==> src/rtl/gw_pkg.sv <==
`timescale 1ns/1ps
package gw_pkg;
  localparam int WORD_W    = 64;
  localparam int PG_SHIFT  = 12;
  localparam int IDX_W     = 9;
  localparam int LEVELS    = 4;
  localparam int PA_MSB    = 51;
  localparam int GPA_MSB   = 47;
  localparam int BIG_LVL   = 3;
  localparam int BIG_BIT   = 7;
  localparam int PERM_W    = 3;
  localparam int LVL_W     = 3;
  localparam int BIG_SHIFT = PG_SHIFT + IDX_W;
  localparam int BASE_W    = PA_MSB + 1 - PG_SHIFT;

  typedef logic [WORD_W-1:0] word_t;
  typedef logic [BASE_W-1:0] base_t;
  typedef logic [IDX_W-1:0]  idx_t;
  typedef logic [LVL_W-1:0]  lvl_t;

  typedef enum logic [1:0] {ST_IDLE, ST_ISSUE, ST_WAIT, ST_DONE} st_e;

  // Upper guest bits must all be clear for a walk to start.
  function automatic logic gpa_ok(input word_t g);
    return g[WORD_W-1:GPA_MSB+1] == '0;
  endfunction

  // Nine-bit index for a level (1 = top).
  function automatic idx_t slot(input word_t g, input lvl_t l);
    int    sh;
    word_t t;
    sh = PG_SHIFT + IDX_W * (LEVELS - int'(l));
    t  = g >> sh;
    return t[IDX_W-1:0];
  endfunction

  function automatic word_t entry_addr(input base_t b, input idx_t i);
    word_t a;
    a = '0;
    a[PA_MSB:PG_SHIFT]  = b;
    a[PG_SHIFT-1:3]     = i;
    return a;
  endfunction

  function automatic word_t leaf_small(input word_t e, input word_t g);
    word_t a;
    a = '0;
    a[PA_MSB:PG_SHIFT]  = e[PA_MSB:PG_SHIFT];
    a[PG_SHIFT-1:0]     = g[PG_SHIFT-1:0];
    return a;
  endfunction

  function automatic word_t leaf_big(input word_t e, input word_t g);
    word_t a;
    a = '0;
    a[PA_MSB:BIG_SHIFT] = e[PA_MSB:BIG_SHIFT];
    a[BIG_SHIFT-1:0]    = g[BIG_SHIFT-1:0];
    return a;
  endfunction
endpackage

==> src/rtl/gw_addr_gen.sv <==
`timescale 1ns/1ps
module gw_addr_gen
  import gw_pkg::*;
(
  input  base_t base,
  input  word_t gpa,
  input  lvl_t  level,
  output word_t addr
);
  idx_t idx;

  assign idx  = slot(gpa, level);
  assign addr = entry_addr(base, idx);
endmodule

==> src/rtl/gw_entry_dec.sv <==
`timescale 1ns/1ps
module gw_entry_dec
  import gw_pkg::*;
(
  input  word_t entry,
  input  lvl_t  level,
  output logic  present,
  output logic  big_leaf,
  output logic  last_lvl,
  output base_t next_base
);
  logic unused_entry_bits;

  assign present   = |entry[PERM_W-1:0];
  assign big_leaf  = entry[BIG_BIT] && (level == lvl_t'(BIG_LVL));
  assign last_lvl  = level == lvl_t'(LEVELS);
  assign next_base = entry[PA_MSB:PG_SHIFT];
  assign unused_entry_bits = ^{entry[WORD_W-1:PA_MSB+1], entry[PG_SHIFT-1:BIG_BIT+1],
                               entry[BIG_BIT-1:PERM_W]};
endmodule

==> src/rtl/gpa_walker.sv <==
`timescale 1ns/1ps
module gpa_walker
  import gw_pkg::*;
(
  input  logic              clk,
  input  logic              rst_n,
  input  logic              req_valid,
  output logic              req_ready,
  input  logic [WORD_W-1:0] req_gpa,
  input  logic [WORD_W-1:0] root_ptr,
  output logic              mem_req_valid,
  input  logic              mem_req_ready,
  output logic [WORD_W-1:0] mem_req_addr,
  input  logic              mem_rsp_valid,
  input  logic [WORD_W-1:0] mem_rsp_data,
  output logic              done,
  output logic              fault,
  output logic [LVL_W-1:0]  fault_level,
  output logic [WORD_W-1:0] result_pa,
  output logic              page_2m
);
  st_e   st_q;
  word_t gpa_q, pa_q;
  base_t base_q;
  lvl_t  lvl_q, flvl_q;
  logic  fault_q, big_q;

  // Named events for the checks below.
  logic  accept, in_range, req_fire, rsp_take;
  logic  ent_present, ent_big, ent_last;
  base_t ent_base;
  logic  unused_root_bits;

  assign accept   = req_valid && (st_q == ST_IDLE);
  assign in_range = gpa_ok(req_gpa);
  assign req_fire = mem_req_valid && mem_req_ready;
  assign rsp_take = (st_q == ST_WAIT) && mem_rsp_valid;
  assign unused_root_bits = ^{root_ptr[WORD_W-1:PA_MSB+1], root_ptr[PG_SHIFT-1:0]};

  gw_addr_gen u_addr (
    .base  (base_q),
    .gpa   (gpa_q),
    .level (lvl_q),
    .addr  (mem_req_addr)
  );

  gw_entry_dec u_dec (
    .entry     (mem_rsp_data),
    .level     (lvl_q),
    .present   (ent_present),
    .big_leaf  (ent_big),
    .last_lvl  (ent_last),
    .next_base (ent_base)
  );

  always_ff @(posedge clk) begin
    if (!rst_n) begin
      st_q    <= ST_IDLE;
      gpa_q   <= '0;
      pa_q    <= '0;
      base_q  <= '0;
      lvl_q   <= '0;
      flvl_q  <= '0;
      fault_q <= 1'b0;
      big_q   <= 1'b0;
    end else begin
      case (st_q)
        ST_IDLE: if (accept) begin
          gpa_q   <= req_gpa;
          base_q  <= root_ptr[PA_MSB:PG_SHIFT];
          lvl_q   <= lvl_t'(1);
          flvl_q  <= '0;
          pa_q    <= '0;
          big_q   <= 1'b0;
          fault_q <= !in_range;
          st_q    <= in_range ? ST_ISSUE : ST_DONE;
        end
        ST_ISSUE: if (req_fire) st_q <= ST_WAIT;
        ST_WAIT: if (rsp_take) begin
          if (!ent_present) begin
            fault_q <= 1'b1;
            flvl_q  <= lvl_q;
            st_q    <= ST_DONE;
          end else if (ent_big) begin
            pa_q    <= leaf_big(mem_rsp_data, gpa_q);
            big_q   <= 1'b1;
            st_q    <= ST_DONE;
          end else if (ent_last) begin
            pa_q    <= leaf_small(mem_rsp_data, gpa_q);
            st_q    <= ST_DONE;
          end else begin
            base_q  <= ent_base;
            lvl_q   <= lvl_q + lvl_t'(1);
            st_q    <= ST_ISSUE;
          end
        end
        ST_DONE: st_q <= ST_IDLE;
        default: st_q <= ST_IDLE;
      endcase
    end
  end

  assign req_ready     = st_q == ST_IDLE;
  assign mem_req_valid = st_q == ST_ISSUE;
  assign done          = st_q == ST_DONE;
  assign fault         = fault_q;
  assign fault_level   = flvl_q;
  assign result_pa     = pa_q;
  assign page_2m       = big_q;

  // entry addresses keep their zero fields
  p_addr_frame_r2: assert property (@(posedge clk) disable iff (!rst_n)
    mem_req_valid |-> (mem_req_addr[WORD_W-1:PA_MSB+1] == '0) && (mem_req_addr[2:0] == '0));

  // a large page can only end the walk at the directory level
  p_big_level_r5: assert property (@(posedge clk) disable iff (!rst_n)
    (done && page_2m) |-> (!fault && lvl_q == lvl_t'(BIG_LVL)));

  // an absent entry stops the walk at its own level
  p_absent_stop_r6: assert property (@(posedge clk) disable iff (!rst_n)
    (rsp_take && !ent_present) |=> (done && fault && fault_level == $past(lvl_q)));

  // out-of-range address faults at once with no read
  p_range_fault_r7: assert property (@(posedge clk) disable iff (!rst_n)
    (accept && !in_range) |=> (done && fault && fault_level == '0 && !mem_req_valid));

  // no acceptance while a read is pending
  p_busy_r8: assert property (@(posedge clk) disable iff (!rst_n)
    (mem_req_valid || st_q == ST_WAIT) |-> !req_ready);

  // completion strobe lasts one cycle
  p_done_pulse_r9: assert property (@(posedge clk) disable iff (!rst_n)
    done |=> (!done && req_ready));

  // a stalled request holds its address
  p_req_hold_r10: assert property (@(posedge clk) disable iff (!rst_n)
    (mem_req_valid && !mem_req_ready) |=> (mem_req_valid && $stable(mem_req_addr)));
endmodule

==> config.mk <==
export PLATFORM = sky130hd
export DESIGN_NAME = gpa_walker
export DESIGN_NICKNAME = d
export VERILOG_FILES = /design/src/rtl/gw_pkg.sv /design/src/rtl/gw_addr_gen.sv /design/src/rtl/gw_entry_dec.sv /design/src/rtl/gpa_walker.sv
export SDC_FILE = /design/constraint.sdc
export NUM_CORES = 1
export LEC_CHECK = 0
export ABC_AREA = 0
export BUFFER_PORTS_ARGS = -buffer_cell sky130_fd_sc_hd__buf_2
export CAP_MARGIN = 20
export CORE_MARGIN = 1
export CORE_UTILIZATION = 30
export DETAILED_ROUTE_END_ITERATION = 8
export PLACE_DENSITY_LB_ADDON = 0.08
export SLEW_MARGIN = 25
export SYNTH_ARGS = -nofsm -noshare
export SYNTH_HDL_FRONTEND = slang
export SYNTH_SLANG_ARGS = --single-unit
==> constraint.sdc <==
create_clock -name clk -period 7.4 [get_ports clk]
set_input_delay 1.48 -clock clk [delete_from_list [all_inputs] [get_ports clk]]
set_output_delay 1.48 -clock clk [all_outputs]
set_load 0.05 [all_outputs]
==> metrics.txt <==
status finished, final reports clean; Post-synth EDFFs 0; total gr overflow 0; Tmin final 6.641 ns; cells after synthesis 1209; Num CTS Buffers 17; CP Launch Type flop; Total Routed Length 34620 microns; H-tree depth 4; GPL Wtd Cong about 0.86; Max Fanout on Critical Path 10; die area 34490 sq um; crit-path cells inv_1 > ha_4 > ha_1 > xnor2_1 > ha_1 > ha_1 > ha_1 > nand3_1 > nor2_1 > nor2_1 > ha_1 > nor4bb_1 > o2111ai_2 > or2_1 > or3_1 > a32oi_1 > buf_2; period utilisation layout around nine tenths; Initial DRT Pass Iterations 6; vias in the first global route 9368; Hold Slack 0.4446 ns; distinct cell type count after synthesis between 70 and 80; most frequent cells in the layout 289 x nand2_1, 260 x buf_2, 165 x dfxtp_1, 99 x nand3_1, 67 x a21boi_0; Bufs on Longest Clock Path 2; Critical Path RT a little under 6 ns; total track usage 20.36%; Max Freq 150.6 MHz; slew margin rel. 32.50%; Ports 333; WL/cell roughly 19 microns; Worst EP arrival around 5.2 ns; Finished Core Util 37.01%; clock skew 0.01021 ns; synthesis-to-layout area growth 20.14%; CP top delay family adder cells; Crit. End Element primary output; Synth Area per Inst 8.375 sq um; number of DRC markers in iteration 0 599; initial antenna violation count 2; Clock transition at path regs 0.07 ns; FFs w/ async S/R, synth 0%; Max IR drop VDD ~0.00017 V; slowest CP cell dfxtp_1; Post-DRT Antenna Nets 0; Setup TNS 0 ns; Die Width 185.7 microns; PortBufs 261; # resized after CTS 0; Seq/Total Area, Yosys 32.82%; synth warn 0; #FFs+latches synth 166; worst slew pin tran 1.013 ns; largest net degree at the start of global routing 103; max-slew violation count 0; core area 32870 sq um; Critical path buffers and inverters 2; most common cell after layout, fill and taps aside nand2_1; Sink Count around 170; Final Hold Vio Count 0; routed vias ~9600; DP HPWL ~25000 microns; hold buffers post-CTS 0; Starting Density 30.81%; die height around 190 microns; crit-path max cell delay 0.52 ns; worst setup path class flop to primary output; fin area between 10000 and 15000 sq um; DP Area roughly 12000 sq um; RSZ-0062 raised after global routing false; Avg Vias per Cell 5.145; # rows 66; DRC viols 0; total of max-cap violations 0; synthesized area about 10000 sq um; first-pass GRT wire length 54170 microns; # nets final 1616; HP Class flop to flop; layout cells sized above 1 between 20% and 30%; Leak approximately 5.4 nW; CTS tree built; ys flop type dfxtp_1; cell mode on critical path ha_1; worst skew pair latency 0.44 ns; Clock Tree Root clkbuf_16; Cell Pwr Density 251.7 nW/um^2; Setup Buffers After CTS 0; Final setup viols 0
[layer usage]
layer,part of all wire [%],vias to the layer above,GRT usage (%),wire [microns]
li1,-,4642,-,-
met1,44,4569,25.87,15180
met2,47,304,33.48,16270
met3,7.6,35,6.026,2637
met4,1.5,4,5.082,503
met5,0.078,-,0,27
[per-stage QoR]
step	cells	power, mW	worst slack (ns)
detailed placement	1823	2.143	1.225
finish	1857	3.062	0.7593
CTS	1854	3.098	0.7153
global placement	1823	2.143	1.244
floorplan	1235	1.867	0.2162
global route	1855	3.232	0.4503
[state kept, by name (all words and copies together), names as in the netlist]
signal       flops
base_q          40
fault            1
fault_level      3
gpa_q           64
lvl_q            3
page_2m          1
result_pa       52
st_q             2
[synth_stat cells (25+ instances only)]
cell type | count | area (sq um)
nand2_1 | 290 | 1089
dfxtp_1 | 166 | 3323
nand3_1 | 99 | 495.5
a21boi_0 | 67 | 503.0
mux2i_1 | 57 | 570.6
clkbuf_1 | 55 | 206.5
a21boi_1 | 42 | 315.3
o211a_1 | 41 | 410.4
buf_4 | 38 | 285.3
nor2_1 | 26 | 97.59
mux2_2 | 25 | 281.5
mux4_2 | 25 | 563.0
[worst paths after layout]
kind,startpoint,endpoint,slack (ns),cells after the start
setup / recovery,lvl_q[1],mem_req_addr[8],0.76,17
hold / removal,result_pa[47],result_pa[47],0.44,2
setup reg to reg,lvl_q[0],base_q[9],4.12,9
hold reg to reg,result_pa[47],result_pa[47],0.44,2
[worst min-delay path: cells and delay by family (launching register included)]
family | cells | cell delay (ns)
DFF | 1 | 0.31
and+or+nand+nor | 1 | 0.05
AOI/OAI and AO/OA | 1 | 0.05
[cells by family after synthesis]
kind of cell    Yosys count  synth area share, %
compound gates          289                22.03
simple gates            482                20.97
other cells               1              0.03703
flops                   166                32.82
mux                     108                14.09
xor+xnor                  2               0.1730
fa+ha+maj                18                2.298
buf+inv                 143                7.587
[area by class of cell]
type / count / area [sq um]
diodes: 2 / 5.005
clock inverters: 10 / 142.6
clock buffers: 21 / 460.4
repair buffers: 278 / 1456
flip-flops and latches: 166 / 3324
well taps: 442 / 553.0
inverters: 12 / 47.55
fillers: 3561 / 20700
multi-input cells: 926 / 6176
[power breakdown]
part,internal (mW),leakage [nW],switching [mW]
Combinational,0.350,3.78,0.757
Clock,0.551,0.300,0.386
Sequential,0.962,1.36,0.0566
No activity file was read; power rests on OpenSTA's default activity.
